===== config.mk =====
export PLATFORM = sky130hd
export DESIGN_NAME = nest_irq_ctrl
export DESIGN_NICKNAME = d
export VERILOG_FILES = /design/src/rtl/nic_pkg.sv /design/src/rtl/nic_prio_regs.sv /design/src/rtl/nic_arbiter.sv /design/src/rtl/nic_level_stack.sv /design/src/rtl/nest_irq_ctrl.sv
export SDC_FILE = /design/constraint.sdc
export NUM_CORES = 1
export LEC_CHECK = 0
export BUFFER_PORTS_ARGS = -buffer_cell sky130_fd_sc_hd__buf_4
export CAP_MARGIN = 20
export CORE_MARGIN = 2
export CORE_UTILIZATION = 40
export CTS_CLUSTER_DIAMETER = 120
export DETAILED_ROUTE_END_ITERATION = 7
export GPL_ROUTABILITY_DRIVEN = 0
export GPL_TIMING_DRIVEN = 0
export MAX_ROUTING_LAYER = met4
export PLACE_DENSITY = 0.57
export SLEW_MARGIN = 20
export SYNTH_ARGS = -nofsm -noshare
export SYNTH_HDL_FRONTEND = slang
export SYNTH_HIERARCHICAL = 1
export SYNTH_SLANG_ARGS = --single-unit

===== constraint.sdc =====
create_clock -name clk -period 14.1 [get_ports clk]
set_input_delay 0 -clock clk [delete_from_list [all_inputs] [get_ports clk]]
set_output_delay 0 -clock clk [all_outputs]
set_load 0.05 [all_outputs]

===== src/rtl/nic_pkg.sv =====
package nic_pkg;

    localparam int VEC_W = 4;

    localparam logic [1:0] CODE_L0 = 2'b10;
    localparam logic [1:0] CODE_L1 = 2'b01;
    localparam logic [1:0] CODE_L2 = 2'b00;
    localparam logic [1:0] CODE_L3 = 2'b11;

    localparam logic [VEC_W-1:0] VEC_RESET   = 4'd15;
    localparam logic [VEC_W-1:0] VEC_TRAP    = 4'd14;
    localparam logic [VEC_W-1:0] VEC_IRQ_TOP = 4'd13;

    localparam logic [15:0] VEC_BASE = 16'hFFE0;

    // Code to numeric level: 10->0, 01->1, 00->2, 11->3
    function automatic logic [1:0] level_of(input logic [1:0] code);
        return {code[1] ~^ code[0], code[0]};
    endfunction

    // Software may not program main level; it is promoted to disabled level
    function automatic logic [1:0] sanitize(input logic [1:0] code);
        return (code == CODE_L0) ? CODE_L3 : code;
    endfunction

endpackage


===== src/rtl/nic_prio_regs.sv =====
module nic_prio_regs
    import nic_pkg::*;
#(
    parameter int NUM_IRQ  = 12,
    parameter int NUM_REGS = (NUM_IRQ + 3) / 4,
    parameter int ADDR_W   = 2
) (
    input  logic                     clk,
    input  logic                     rst_n,
    input  logic                     we,
    input  logic [ADDR_W-1:0]        addr,
    input  logic [7:0]               wdata,
    output logic [7:0]               rdata,
    output logic [NUM_IRQ-1:0][1:0]  fields
);

    logic [NUM_REGS-1:0][7:0] regs_d, regs_q;

    always_comb begin
        regs_d = regs_q;
        if (we) begin
            for (int r = 0; r < NUM_REGS; r++) begin
                if (addr == ADDR_W'(r)) begin
                    for (int j = 0; j < 4; j++) begin
                        regs_d[r][2*j +: 2] = sanitize(wdata[2*j +: 2]);
                    end
                end
            end
        end
    end

    always_comb begin
        rdata = 8'h00;
        for (int r = 0; r < NUM_REGS; r++) begin
            if (addr == ADDR_W'(r)) begin
                rdata = regs_q[r];
            end
        end
    end

    always_ff @(posedge clk or negedge rst_n) begin
        if (!rst_n) begin
            regs_q <= '1;
        end else begin
            regs_q <= regs_d;
        end
    end

    for (genvar k = 0; k < NUM_IRQ; k++) begin : g_field
        assign fields[k] = regs_q[k / 4][2 * (k % 4) +: 2];
    end

endmodule


===== src/rtl/nic_arbiter.sv =====
module nic_arbiter
    import nic_pkg::*;
#(
    parameter int NUM_IRQ = 12,
    parameter int IDX_W   = (NUM_IRQ > 1) ? $clog2(NUM_IRQ) : 1
) (
    input  logic [NUM_IRQ-1:0]       req,
    input  logic [NUM_IRQ-1:0][1:0]  fields,
    input  logic [1:0]               cur_code,
    output logic                     hit,
    output logic [IDX_W-1:0]         win_idx,
    output logic [1:0]               win_code
);

    logic [1:0] cur_lvl;
    logic [1:0] best_lvl;
    logic [1:0] cand_lvl;

    assign cur_lvl = level_of(cur_code);

    // Scan from the lowest fixed vector upward; >= lets lower indices
    // override on equal level, so ties resolve to the higher vector.
    always_comb begin
        hit      = 1'b0;
        win_idx  = '0;
        win_code = CODE_L3;
        best_lvl = 2'd0;
        cand_lvl = 2'd0;
        for (int k = NUM_IRQ - 1; k >= 0; k--) begin
            cand_lvl = level_of(fields[k]);
            if (req[k] && (cand_lvl > cur_lvl) && (!hit || cand_lvl >= best_lvl)) begin
                hit      = 1'b1;
                best_lvl = cand_lvl;
                win_idx  = IDX_W'(k);
                win_code = fields[k];
            end
        end
    end

endmodule


===== src/rtl/nic_level_stack.sv =====
module nic_level_stack
    import nic_pkg::*;
#(
    parameter int DEPTH = 5,
    parameter int PTR_W = $clog2(DEPTH + 1)
) (
    input  logic       clk,
    input  logic       rst_n,
    input  logic       clear,
    input  logic       push,
    input  logic       pop,
    input  logic [1:0] push_data,
    output logic [1:0] pop_data,
    output logic       empty,
    output logic       overflow
);

    typedef struct packed {
        logic [DEPTH-1:0][1:0] ent;
        logic [PTR_W-1:0]      cnt;
        logic                  ovf;
    } stk_t;

    stk_t s_d, s_q;

    always_comb begin
        s_d     = s_q;
        s_d.ovf = 1'b0;
        if (clear) begin
            s_d.cnt = '0;
        end else if (push) begin
            if (s_q.cnt == PTR_W'(DEPTH)) begin
                s_d.ovf = 1'b1;
            end else begin
                for (int i = 0; i < DEPTH; i++) begin
                    if (s_q.cnt == PTR_W'(i)) begin
                        s_d.ent[i] = push_data;
                    end
                end
                s_d.cnt = s_q.cnt + PTR_W'(1);
            end
        end else if (pop && (s_q.cnt != '0)) begin
            s_d.cnt = s_q.cnt - PTR_W'(1);
        end
    end

    always_comb begin
        pop_data = CODE_L3;
        for (int i = 0; i < DEPTH; i++) begin
            if (s_q.cnt == PTR_W'(i + 1)) begin
                pop_data = s_q.ent[i];
            end
        end
    end

    assign empty    = (s_q.cnt == '0);
    assign overflow = s_q.ovf;

    always_ff @(posedge clk or negedge rst_n) begin
        if (!rst_n) begin
            s_q.ent <= '1;
            s_q.cnt <= '0;
            s_q.ovf <= 1'b0;
        end else begin
            s_q <= s_d;
        end
    end

endmodule


===== src/rtl/nest_irq_ctrl.sv =====
module nest_irq_ctrl
    import nic_pkg::*;
#(
    parameter int NUM_IRQ     = 12,
    parameter int STACK_DEPTH = 5,
    localparam int NUM_REGS   = (NUM_IRQ + 3) / 4,
    localparam int ADDR_W     = (NUM_REGS > 1) ? $clog2(NUM_REGS) : 1
) (
    input  logic               clk,
    input  logic               rst_n,
    input  logic [NUM_IRQ-1:0] irq_req,
    input  logic               reset_req,
    input  logic               trap_req,
    input  logic               insn_end,
    input  logic               iret,
    input  logic               cc_we,
    input  logic [1:0]         cc_wdata,
    input  logic               reg_we,
    input  logic [ADDR_W-1:0]  reg_addr,
    input  logic [7:0]         reg_wdata,
    output logic [7:0]         reg_rdata,
    output logic               grant,
    output logic [3:0]         grant_vec,
    output logic [15:0]        vec_addr,
    output logic               save_ctx,
    output logic [1:0]         cc_bits,
    output logic               stk_ovf
);

    localparam int IDX_W = (NUM_IRQ > 1) ? $clog2(NUM_IRQ) : 1;

    typedef struct packed {
        logic [1:0]       cc;
        logic             grant;
        logic [VEC_W-1:0] vec;
        logic             save;
    } ctl_t;

    ctl_t c_d, c_q;

    logic [NUM_IRQ-1:0][1:0] fields;
    logic                    arb_hit;
    logic [IDX_W-1:0]        arb_idx;
    logic [1:0]              arb_code;
    logic                    stk_clear, stk_push, stk_pop, stk_empty;
    logic [1:0]              stk_top;

    nic_prio_regs #(
        .NUM_IRQ (NUM_IRQ),
        .NUM_REGS(NUM_REGS),
        .ADDR_W  (ADDR_W)
    ) u_regs (
        .clk   (clk),
        .rst_n (rst_n),
        .we    (reg_we),
        .addr  (reg_addr),
        .wdata (reg_wdata),
        .rdata (reg_rdata),
        .fields(fields)
    );

    nic_arbiter #(
        .NUM_IRQ(NUM_IRQ),
        .IDX_W  (IDX_W)
    ) u_arb (
        .req     (irq_req),
        .fields  (fields),
        .cur_code(c_q.cc),
        .hit     (arb_hit),
        .win_idx (arb_idx),
        .win_code(arb_code)
    );

    nic_level_stack #(
        .DEPTH(STACK_DEPTH)
    ) u_stk (
        .clk      (clk),
        .rst_n    (rst_n),
        .clear    (stk_clear),
        .push     (stk_push),
        .pop      (stk_pop),
        .push_data(c_q.cc),
        .pop_data (stk_top),
        .empty    (stk_empty),
        .overflow (stk_ovf)
    );

    // Precedence: reset request, iret, trap, maskable line, direct code write
    always_comb begin
        c_d       = c_q;
        c_d.grant = 1'b0;
        c_d.save  = 1'b0;
        stk_clear = 1'b0;
        stk_push  = 1'b0;
        stk_pop   = 1'b0;
        if (reset_req) begin
            c_d.grant = 1'b1;
            c_d.vec   = VEC_RESET;
            c_d.cc    = CODE_L3;
            stk_clear = 1'b1;
        end else if (iret) begin
            if (!stk_empty) begin
                stk_pop = 1'b1;
                c_d.cc  = stk_top;
            end
        end else if (insn_end && trap_req) begin
            c_d.grant = 1'b1;
            c_d.save  = 1'b1;
            c_d.vec   = VEC_TRAP;
            c_d.cc    = CODE_L3;
            stk_push  = 1'b1;
        end else if (insn_end && arb_hit) begin
            c_d.grant = 1'b1;
            c_d.save  = 1'b1;
            c_d.vec   = VEC_IRQ_TOP - VEC_W'(arb_idx);
            c_d.cc    = arb_code;
            stk_push  = 1'b1;
        end else if (cc_we) begin
            c_d.cc = cc_wdata;
        end
    end

    always_ff @(posedge clk or negedge rst_n) begin
        if (!rst_n) begin
            c_q.cc    <= CODE_L3;
            c_q.grant <= 1'b0;
            c_q.vec   <= '0;
            c_q.save  <= 1'b0;
        end else begin
            c_q <= c_d;
        end
    end

    assign grant     = c_q.grant;
    assign grant_vec = c_q.vec;
    assign vec_addr  = VEC_BASE + {11'd0, c_q.vec, 1'b0};
    assign save_ctx  = c_q.save;
    assign cc_bits   = c_q.cc;

endmodule


==> metrics.csv <==
metric,value,unit
cts.sinks,46,
hold_viol,0,
setup-violations-final,4,
vias,4407,
cp.arrival,14.60,ns
syn_avg_cell_area,9.52,um2
route.detailed.drc,0,
holdPathStages,3,
vias_per_cell,5.61,
grt_pass1_vias,4290,
tns,-0.921,ns
n_antenna_cell,0,
synth_area,4860,um2
synth_edf_count,0,
final.min_clock_period,14.39,ns
synth_seq_area_share,24.6,%
ant_nets,0,
drt_wl_total,13600,um
yosysTopAreaCellShare,19.4,%
rows,40,
ys.flop_type,dfstp_2,
period_share,102,%
dieHeight,114,um
grt_max_degree,47,
syn_inst,511,
crit_top_cell,ha_1,
die_w,114,um
slew_headroom,55.7,%
crit_path_max_fanout,5,
start_kind,flop,
synth_cell_type_count,87,
hpwlAfterDp,9640,um
ys_top_cells_by_area,"dfstp_2, ha_1, mux2_2, dfrtp_1, a21oi_1",
min-delay-start,trap_req,
ctsLongestPathBuffers,2,
synth_top_cell_by_area,dfstp_2,
fmax,69.5,MHz
antenna_found_initial,0,
reg2reg_depth,83,
max_stage_delay,0.64,ns
cp-end-kind,flop,
fin_nets,719,
cpMaxStageDelayCell,dfstp_4,
drv_cap,0,
cts_htree_levels,2,
track_usage,21.2,%
syn_to_final_growth,36.8,%
cts_buffers,5,
yosysWarnings,6,
status,"finished, violations left",
critPathKind,flop to flop,
reg2reg_from,cc_bits[0],
cp.required,14.32,ns
rr_endpoint,cc_bits[1],
finalMaxSlewViolations,0,
min_to,grant_vec[0],
r2r_setup_slack,-0.29,ns
cts_tree,done,
layout-drive-gt1-share,50.2,%
grt_pass1_wl,21700,um
numPortBuffers,52,
rsz0062_at_grt,true,
yosysMostFrequentCell,ha_1,
violations,setup timing,
routedWlPerCell,17.3,um
grt_remaining_overflow,0,
first_pass_iters,4,
dieArea,13100,um2
synth_common_cells,"ha_1, dfstp_2, mux2_2",
hp-class,input port to flop,
final.setup.worst_slack,-0.286,ns
ys_async_sr_fraction,100,%
clkLatencyLatePin,0.28,ns
start_util,40.7,%
clk_pin_slew,0.06,ns
worst_slew_pin_slew,0.664,ns
drtIter0Drc,273,
io-pin-count,65,
clock_skew,0.00706,ns
yosys_register_bits,46,
core_area,12000,um2
dp_slack,-1.59,ns
cts-root-buf,clkbuf_16,
n_fill_cell,1073,
==> state kept, by name, indices dropped and copies added, names as in the netlist <==
| name | flops |
|---|---|
| u_regs/fields | 24 |
| save_ctx | 1 |
| u_stk/overflow | 1 |
| grant | 1 |
| u_stk/s_q | 13 |
| cc_bits | 2 |
| grant_vec | 4 |
==> per-layer routing <==
metal  GRT usage, %  wire length (um)  up-vias
li1               -                 -     2154
met1           28.6              6480     2167
met2           34.8              6570       71
met3           1.64               294       15
met4           5.04               266        0
met5              -                 0        -
==> worst max path at each step <==
stage / start / to / cells after the start / slack (ns)
2_1_floorplan: cc_bits[0] / grant_vec[3] / 87 / -0.12
3_3_place_gp: cc_bits[0] / grant_vec[3] / 87 / -1.51
3_5_place_dp: cc_bits[0] / grant_vec[3] / 87 / -1.59
4_1_cts: cc_bits[0] / cc_bits[0] / 85 / -0.27
5_1_grt: cc_bits[0] / cc_bits[1] / 83 / -0.93
6_report: cc_bits[0] / cc_bits[1] / 83 / -0.29
==> layout make-up <==
cell class	count	area, um2	area share [%]
tap	147	184	2.76
inverter	31	116	1.75
sequential	46	1200	18.0
buffer	23	181	2.73
timing repair buffer	112	866	13.0
clock buffer	6	129	1.94
multi-input combinational	419	3960	59.6
clock inverter	2	13.8	0.207
==> cells in the final DEF (no fill, tap or decap), drive strengths merged, types with 6 or more instances in the layout <==
cell type	count
nand2	33
mux2	34
ha	49
o2bb2ai	9
xnor2	11
nor2	30
or2	7
a21oi	32
buf	128
nand2b	8
o211a	6
dlygate4sd3	7
nor3	9
clkbuf	6
o211ai	14
nor2b	21
dfstp	36
a21o	8
o21ai	25
mux2i	9
inv	31
conb	12
dfrtp	10
==> worst max-delay path, delay by kind of cell, from the launching register on <==
kind	cells	cell delay, ns
adder cells (fa/ha/maj)	12	2.97
AND/OR/NAND/NOR	21	3.10
flip-flops	1	0.64
buffers and inverters	4	0.29
XOR/XNOR	1	0.24
AO/OA/AOI/OAI	45	7.08
==> timing repair <==
item / in CTS / in global routing
pin swaps: 30 / 50
setup endpoints to repair: 6 / 6
resized for setup: 34 / 23
hold buffers: 7 / 0
buffers inserted: 38 / 15
endpoints found under the hold margin: 26 / 0
==> through the flow <==
step	hold WS (ns)	utilization (%)	std cells	area, um2
floorplan	-0.296	-	521	5130
global placement	0.0293	47.7	720	5710
detailed placement	0.0365	47.7	720	5710
CTS	0.0193	53.8	773	6430
global route	0.0233	55.6	786	6650
finish	0.0231	55.6	786	6650
==> cell families (layout without fill, tap and decap cells) <==
group | count (synthesis) | count (layout) | synth area share [%]
adders and majority gates | 49 | 49 | 12.6
DFF | 46 | 46 | 24.6
xor gates and xnor gates | 16 | 16 | 2.88
AOI/OAI and AO/OA | 161 | 161 | 27.2
muxes | 43 | 43 | 9.72
buffers and inverters | 56 | 174 | 6.46
and+or+nand+nor | 138 | 138 | 16.4
other | 2 | 12 | 0.154
Power is not shown: default switching activity piles up to over one toggle a cycle in this logic, so the estimate is an artifact.
